==> config.mk <==
export PLATFORM = sky130hd
export DESIGN_NAME = stepper_seq
export DESIGN_NICKNAME = d
export VERILOG_FILES = /design/src/rtl/stp_pkg.sv /design/src/rtl/step_filter.sv /design/src/rtl/angle_track.sv /design/src/rtl/phase_lut.sv /design/src/rtl/stepper_seq.sv
export SDC_FILE = /design/constraint.sdc
export NUM_CORES = 1
export LEC_CHECK = 0
export BUFFER_PORTS_ARGS = -buffer_cell sky130_fd_sc_hd__buf_2
export CORE_UTILIZATION = 50
export CTS_BUF_LIST = sky130_fd_sc_hd__clkbuf_8
export DETAILED_ROUTE_END_ITERATION = 10
export GPL_ROUTABILITY_DRIVEN = 0
export PLACE_DENSITY = 0.77
export SLEW_MARGIN = 20
export SYNTH_ARGS = -nofsm -noshare
export SYNTH_HDL_FRONTEND = slang
export SYNTH_HIERARCHICAL = 1
export SYNTH_SLANG_ARGS = --single-unit
==> constraint.sdc <==
create_clock -name clk -period 1.6 [get_ports clk]
set_input_delay 0.16 -clock clk [delete_from_list [all_inputs] [get_ports clk]]
set_output_delay 0.16 -clock clk [all_outputs]
set_load 0.005 [all_outputs]
==> src/rtl/stp_pkg.sv <==
package stp_pkg;
  localparam int ANG_W = 4;
  localparam logic [ANG_W-1:0] HOME_IDX = 4'd2;
  localparam int MAG_W = 3;

  typedef enum logic [1:0] {
    MODE_OFF  = 2'b00,
    MODE_FULL = 2'b01,
    MODE_HALF = 2'b10,
    MODE_QTR  = 2'b11
  } stp_mode_e;

  // Next angle for one step in the given mode, with alignment applied.
  function automatic logic [ANG_W-1:0] next_angle(input logic [ANG_W-1:0] a,
                                                  input stp_mode_e m,
                                                  input logic fwd);
    logic [ANG_W-1:0] inc;
    logic [ANG_W-1:0] r;
    case (m)
      MODE_FULL: inc = ANG_W'(4);
      MODE_HALF: inc = ANG_W'(2);
      default:   inc = ANG_W'(1);
    endcase
    r = fwd ? a + inc : a - inc;
    if (m == MODE_HALF) r[0] = 1'b0;
    else if (m == MODE_FULL) r[1:0] = 2'b10;
    return r;
  endfunction

  // Level within a quadrant: rising follows the offset, falling mirrors it.
  function automatic logic [MAG_W-1:0] quad_level(input logic [1:0] off,
                                                  input logic rising);
    return rising ? {1'b0, off} : MAG_W'(4) - {1'b0, off};
  endfunction

  // Promote 71% to 100% outside quarter-step mode.
  function automatic logic [MAG_W-1:0] mode_level(input logic [MAG_W-1:0] lv,
                                                  input stp_mode_e m);
    return (m != MODE_QTR && lv == MAG_W'(2)) ? MAG_W'(4) : lv;
  endfunction
endpackage

==> src/rtl/step_filter.sv <==
module step_filter #(
  parameter int FILT_MIN = 4
) (
  input  logic clk,
  input  logic rst_n,
  input  logic step_in,
  output logic fire
);
  localparam int CNT_W = $clog2(FILT_MIN + 1);
  localparam logic [CNT_W-1:0] CNT_TOP = CNT_W'(FILT_MIN);
  localparam logic [CNT_W-1:0] CNT_ARM = CNT_W'(FILT_MIN - 1);

  logic sync1, sync2;
  logic [CNT_W-1:0] run;

  always_ff @(posedge clk or negedge rst_n) begin
    if (!rst_n) begin
      sync1 <= 1'b0;
      sync2 <= 1'b0;
    end else begin
      sync1 <= step_in;
      sync2 <= sync1;
    end
  end

  always_ff @(posedge clk or negedge rst_n) begin
    if (!rst_n) run <= '0;
    else if (!sync2) run <= '0;
    else if (run != CNT_TOP) run <= run + 1'b1;
  end

  assign fire = sync2 && (run == CNT_ARM);


  single_fire_chk: assert property (@(posedge clk) disable iff (!rst_n)
    fire |=> !fire);
endmodule

==> src/rtl/angle_track.sv <==
module angle_track
  import stp_pkg::*;
(
  input  logic             clk,
  input  logic             rst_n,
  input  logic             fire,
  input  logic             dir_fwd,
  input  logic [1:0]       mode_sel,
  input  logic             ang_rst,
  output logic [ANG_W-1:0] angle,
  output stp_mode_e        act_mode
);
  stp_mode_e req_mode;
  logic      go_home;
  logic      do_step;
  logic      take_mode;

  assign req_mode  = stp_mode_e'(mode_sel);
  assign go_home   = (req_mode == MODE_OFF) || ang_rst;
  assign do_step   = fire && (act_mode != MODE_OFF) && !go_home;
  assign take_mode = fire || go_home || (act_mode == MODE_OFF);

  always_ff @(posedge clk or negedge rst_n) begin
    if (!rst_n) angle <= HOME_IDX;
    else if (go_home) angle <= HOME_IDX;
    else if (do_step) angle <= next_angle(angle, req_mode, dir_fwd);
  end

  always_ff @(posedge clk or negedge rst_n) begin
    if (!rst_n) act_mode <= MODE_OFF;
    else if (take_mode) act_mode <= req_mode;
  end


  rst_home_chk: assert property (@(posedge clk) disable iff (!rst_n)
    ang_rst |=> angle == HOME_IDX);

  standby_home_chk: assert property (@(posedge clk) disable iff (!rst_n)
    (mode_sel == 2'b00) |=> (angle == HOME_IDX && act_mode == MODE_OFF));

  full_align_chk: assert property (@(posedge clk) disable iff (!rst_n)
    (fire && act_mode != MODE_OFF && mode_sel == 2'b01 && !ang_rst)
      |=> angle[1:0] == 2'b10);

  hold_chk: assert property (@(posedge clk) disable iff (!rst_n)
    (!fire && !ang_rst && mode_sel != 2'b00) |=> $stable(angle));
endmodule

==> src/rtl/phase_lut.sv <==
module phase_lut
  import stp_pkg::*;
(
  input  logic [ANG_W-1:0] angle,
  input  stp_mode_e        act_mode,
  output logic [1:0]       ph_neg,
  output logic [MAG_W-1:0] ph_mag [2]
);
  logic [1:0] quad;
  logic [1:0] off;
  assign quad = angle[3:2];
  assign off  = angle[1:0];

  // Phase 0 follows sine, phase 1 follows cosine.
  for (genvar p = 0; p < 2; p++) begin : g_phase
    logic             rising;
    logic             neg_raw;
    logic [MAG_W-1:0] lvl;
    if (p == 0) begin : g_sin
      assign rising  = !quad[0];
      assign neg_raw = quad[1];
    end else begin : g_cos
      assign rising  = quad[0];
      assign neg_raw = quad[1] ^ quad[0];
    end
    assign lvl = mode_level(quad_level(off, rising), act_mode);
    always_comb begin
      if (act_mode == MODE_OFF) begin
        ph_mag[p] = '0;
        ph_neg[p] = 1'b0;
      end else begin
        ph_mag[p] = lvl;
        ph_neg[p] = neg_raw && (lvl != '0);
      end
    end
  end
endmodule

==> src/rtl/stepper_seq.sv <==
module stepper_seq
  import stp_pkg::*;
#(
  parameter int FILT_MIN = 4
) (
  input  logic       clk,
  input  logic       rst_n,
  input  logic       step_in,
  input  logic       dir_fwd,
  input  logic [1:0] mode_sel,
  input  logic       enable,
  input  logic       ang_rst,
  output logic       pha_neg,
  output logic [2:0] pha_mag,
  output logic       phb_neg,
  output logic [2:0] phb_mag,
  output logic       drv_en,
  output logic       standby,
  output logic       home_n
);
  logic             step_fire;
  logic [ANG_W-1:0] angle;
  stp_mode_e        act_mode;
  logic [1:0]       ph_neg;
  logic [MAG_W-1:0] ph_mag [2];

  step_filter #(.FILT_MIN(FILT_MIN)) u_filt (
    .clk(clk), .rst_n(rst_n), .step_in(step_in), .fire(step_fire)
  );

  angle_track u_ang (
    .clk(clk), .rst_n(rst_n), .fire(step_fire), .dir_fwd(dir_fwd),
    .mode_sel(mode_sel), .ang_rst(ang_rst), .angle(angle), .act_mode(act_mode)
  );

  phase_lut u_lut (
    .angle(angle), .act_mode(act_mode), .ph_neg(ph_neg), .ph_mag(ph_mag)
  );

  assign pha_neg = ph_neg[0];
  assign pha_mag = ph_mag[0];
  assign phb_neg = ph_neg[1];
  assign phb_mag = ph_mag[1];
  assign standby = (act_mode == MODE_OFF);
  assign drv_en  = enable && !standby;
  assign home_n  = (angle != HOME_IDX);


  standby_quiet_chk: assert property (@(posedge clk) disable iff (!rst_n)
    (mode_sel == 2'b00) |=> (!drv_en && pha_mag == 3'd0 && phb_mag == 3'd0));

  home_mon_chk: assert property (@(posedge clk) disable iff (!rst_n)
    ang_rst |=> !home_n);
endmodule

==> impl_metrics.prom <==
# TYPE chip_impl_metric gauge
chip_impl_info{name="clockRootBuffer",value="clkbuf_8"} 1
chip_impl_metric{name="total_power",unit="uW"} 1050
chip_impl_metric{name="finalWirelength",unit="um"} 2820
chip_impl_metric{name="finalHoldViolations",unit=""} 0
chip_impl_metric{name="clock.fmax",unit="MHz"} 570
chip_impl_metric{name="grt_overflow",unit=""} 0
chip_impl_metric{name="clk_pin_slew_worst_paths",unit="ps"} 50
chip_impl_metric{name="cts-buffers-inserted",unit=""} 3
chip_impl_metric{name="h_tree_depth_reported_by_cts",unit=""} 1
chip_impl_metric{name="hold_crit_depth",unit=""} 1
chip_impl_metric{name="synthesis.yosys.warnings",unit=""} 6
chip_impl_info{name="worst-setup-path-type",value="reg -> out"} 1
chip_impl_metric{name="vdd_ir_drop_max",unit="uV"} 1130
chip_impl_metric{name="drt.antenna.violating_nets",unit=""} 0
chip_impl_metric{name="grt_util_met1",unit=""} 0.350
chip_impl_metric{name="drive_above_1_share",unit=""} 0.528
chip_impl_metric{name="reg2regPathDepth",unit=""} 8
chip_impl_metric{name="fp-row-count",unit=""} 14
chip_impl_metric{name="synth.lib_cells_used.distinct",unit=""} 35
chip_impl_metric{name="die-width",unit="um"} 43.8
chip_impl_info{name="violations",value="design-rule violations, negative setup slack"} 1
chip_impl_metric{name="syn-num-nets",unit=""} 119
chip_impl_metric{name="numClockSinks",unit=""} 11
chip_impl_metric{name="ys_async_sr_fraction",unit=""} 1.00
chip_impl_info{name="timing.rr.end",value="u_ang/angle[0]$_DFFE_PN0P_"} 1
chip_impl_metric{name="antenna_found_initial",unit=""} 0
chip_impl_metric{name="pin_count",unit=""} 19
chip_impl_metric{name="power.static_leakage",unit="uW"} 0.000662
chip_impl_info{name="setup.worst_path.end_class",value="output pin"} 1
chip_impl_info{name="synth_commonest_cells",value="nand2_1, ha_1, a21oi_1, dfrtp_1, inv_1"} 1
chip_impl_metric{name="slew_headroom",unit=""} 0.742
chip_impl_info{name="timing.critical_path.from_type",value="flip-flop"} 1
chip_impl_info{name="synth-main-ff-cell",value="dfrtp_1"} 1
chip_impl_metric{name="synth_enable_flop_cells",unit=""} 0
chip_impl_metric{name="flow.area_growth_from_synthesis",unit="%"} 58.5
chip_impl_metric{name="wire_length_of_the_first_global_routing_pass",unit="um"} 4040
chip_impl_metric{name="powerDensity",unit="nW/um^2"} 754
chip_impl_metric{name="drt_pass1_iterations",unit=""} 7
chip_impl_metric{name="ys_seq_area_frac",unit=""} 0.316
chip_impl_metric{name="start_util",unit=""} 0.555
chip_impl_metric{name="worst-endpoint-arrival",unit="ps"} 1600
chip_impl_metric{name="worst-r2r-setup-slack",unit="ps"} -110
chip_impl_metric{name="dpl.hpwl",unit="um"} 1460
chip_impl_info{name="synth_most_common_cell",value="nand2_1"} 1
chip_impl_metric{name="hold_ws",unit="ps"} 41.9
chip_impl_metric{name="path_max_fanout",unit=""} 3
chip_impl_metric{name="clock_path_buffers",unit=""} 2
chip_impl_metric{name="critical_path_required_time",unit="ps"} 1440
chip_impl_metric{name="portion_of_synthesized_cell_area_occupied_by_the_leading_cell_type",unit=""} 0.286
chip_impl_metric{name="final_critical_path_setup_slack",unit="ps"} -156
chip_impl_info{name="hold_path.class",value="in -> reg"} 1
chip_impl_metric{name="nFillCells",unit=""} 79
chip_impl_info{name="netlist.top_cell.by_area",value="dfrtp_1"} 1
chip_impl_metric{name="routed-via-count",unit=""} 924
chip_impl_metric{name="worst_clock_skew",unit="ps"} 2.80
chip_impl_info{name="regToRegStartpoint",value="u_filt/run[0]$_DFFE_PN0P_"} 1
chip_impl_info{name="synth.top_cells.by_area",value="dfrtp_1, ha_1, a21oi_1, nand2_1, mux2i_1"} 1
chip_impl_info{name="outcome",value="finished, violations left"} 1
chip_impl_metric{name="synth.ff_latch_count",unit=""} 11
chip_impl_metric{name="grt.met2_usage",unit=""} 0.501
chip_impl_metric{name="synthesized_area_divided_by_synthesized_cell_count",unit="um^2"} 8.83
chip_impl_metric{name="fp.dieArea",unit="um^2"} 1920
chip_impl_metric{name="setup_viol",unit=""} 10
chip_impl_metric{name="cap_violations",unit=""} 0
chip_impl_metric{name="post_syn_area",unit="um^2"} 875
chip_impl_metric{name="diodes",unit=""} 0
chip_impl_metric{name="period_needed",unit="ps"} 1760
chip_impl_info{name="top_usage_layer",value="met2"} 1
chip_impl_metric{name="fp.dieH",unit="um"} 43.8
chip_impl_info{name="cts_tree",value="yes"} 1
chip_impl_metric{name="global_route.usage.total",unit=""} 0.296
chip_impl_metric{name="routed_via_density",unit=""} 5.85
chip_impl_info{name="unrepaired_setup_endpoints_after_global_routing",value="yes"} 1
chip_impl_metric{name="grt_pass1_vias",unit=""} 870
chip_impl_metric{name="number_of_drc_violations_after_detailed_routing_iteration_0",unit=""} 22
chip_impl_metric{name="grt_util_met3",unit=""} 0.0667
chip_impl_metric{name="wire_per_inst",unit="um"} 17.9
chip_impl_info{name="timing.hold.worst.start",value="step_in"} 1
chip_impl_metric{name="grt_start_max_net_pins",unit=""} 12
chip_impl_metric{name="min_period_over_period",unit=""} 1.10
chip_impl_metric{name="synth_cells",unit=""} 99
chip_impl_metric{name="portBuffers",unit=""} 18
chip_impl_metric{name="clock_latency_of_the_later_clocked_register_in_the_worst_skew_pair",unit="ps"} 230
chip_impl_metric{name="placeable_core_region",unit="um^2"} 1580
chip_impl_metric{name="drt_drc_violations_left",unit=""} 3
chip_impl_info{name="min_delay_worst_endpoint",value="u_filt/sync1$_DFF_PN0_"} 1
chip_impl_metric{name="worst-slew-pin-transition",unit="ps"} 387
chip_impl_metric{name="drv_slew",unit=""} 0
chip_impl_metric{name="nets",unit=""} 163
==> critical path, stage by stage, from the launching register on <==
cell and delay [ps]:
dfstp_2 530, inv_2 50, ha_4 220, mux2_4 280, a21boi_2 160, buf_2 130
==> per-layer routing <==
metal,up-vias,part of all wire
met5,-,0
met4,0,0.045
met3,16,0.060
met2,42,0.49
met1,432,0.40
li1,434,-
==> metrics by stage <==
stage | utilization | worst slack (ps) | cells | setup TNS, ps | instance area [um^2]
final | 0.879 | -156 | 158 | -967 | 1390
after global routing | 0.879 | -200 | 158 | -1550 | 1390
after CTS | 0.823 | -147 | 158 | -833 | 1300
after detailed placement | 0.700 | -274 | 146 | -609 | 1100
after global placement | 0.700 | -234 | 146 | -459 | 1100
after floorplan | - | 18.8 | 99 | 0 | 896
==> what timing repair did <==
action / in CTS / in global routing
endpoints found under the hold margin: 10 / 0
pin swaps: 8 / 11
hold buffers: 1 / 0
endpoints found under the setup margin: 9 / 11
buffers inserted: 7 / 0
gates resized for setup: 18 / 19
==> power by group <==
part           switching [uW]  internal (uW)
sequential               42.8            314
combinational             210            219
clock                    92.0            167
==> layout by cell type, fill, tap and decap left out, drive strengths merged, types with 2 or more instances in the layout <==
master / n
a21boi: 2
dfrtp: 10
buf: 38
clkbuf: 3
o21ai: 2
nor2: 10
nand2: 13
ha: 11
a31oi: 2
nor3: 3
a21oi: 11
mux2i: 4
inv: 12
o21a: 3
==> how the worst max path moves through the flow <==
| stage | end | cells after the start | slack [ps] | startpoint |
|---|---|---|---|---|
| 2_1_floorplan | u_ang/angle[3]$_DFFE_PN0P_ | 9 | 20 | mode_sel[0] |
| 3_3_place_gp | u_ang/angle[3]$_DFFE_PN0P_ | 9 | -230 | mode_sel[0] |
| 3_5_place_dp | u_ang/angle[3]$_DFFE_PN0P_ | 9 | -270 | mode_sel[0] |
| 4_1_cts | phb_mag[2] | 6 | -150 | u_ang/angle[1]$_DFFE_PN1P_ |
| 5_1_grt | phb_mag[1] | 5 | -200 | u_ang/angle[1]$_DFFE_PN1P_ |
| 6_report | phb_mag[1] | 5 | -160 | u_ang/angle[1]$_DFFE_PN1P_ |
==> state kept, by name, summed over array words and instances, names as in the netlist <==
| register | cells |
|---|---|
| u_ang/angle | 4 |
| u_filt/run | 3 |
| u_ang/act_mode | 2 |
| u_filt/sync1 | 1 |
| u_filt/sync2 | 1 |
==> kinds of logic (layout without fill, tap and decap cells) <==
family                     Yosys count  after routing  share of synthesized area
muxes                                5              5                     0.0587
DFF                                 11             11                      0.316
buffers and inverters               11             54                     0.0472
and+or+nand+nor                     34             34                      0.189
AOI/OAI and AO/OA                   25             25                      0.199
xor gates and xnor gates             1              1                     0.0100
adders and majority gates           12             12                      0.180
==> final cells by class <==
| cell class | count | area, um^2 | area share |
|---|---|---|---|
| Multi-Input combinational cell | 77 | 722 | 0.521 |
| Sequential cell | 11 | 277 | 0.199 |
| Timing Repair Buffer | 39 | 274 | 0.198 |
| Inverter | 11 | 48.8 | 0.0352 |
| Clock buffer | 3 | 41.3 | 0.0298 |
| Tap cell | 16 | 20.0 | 0.0144 |
| Clock inverter | 1 | 3.75 | 0.00271 |
(Power assumes the default switching activity.)
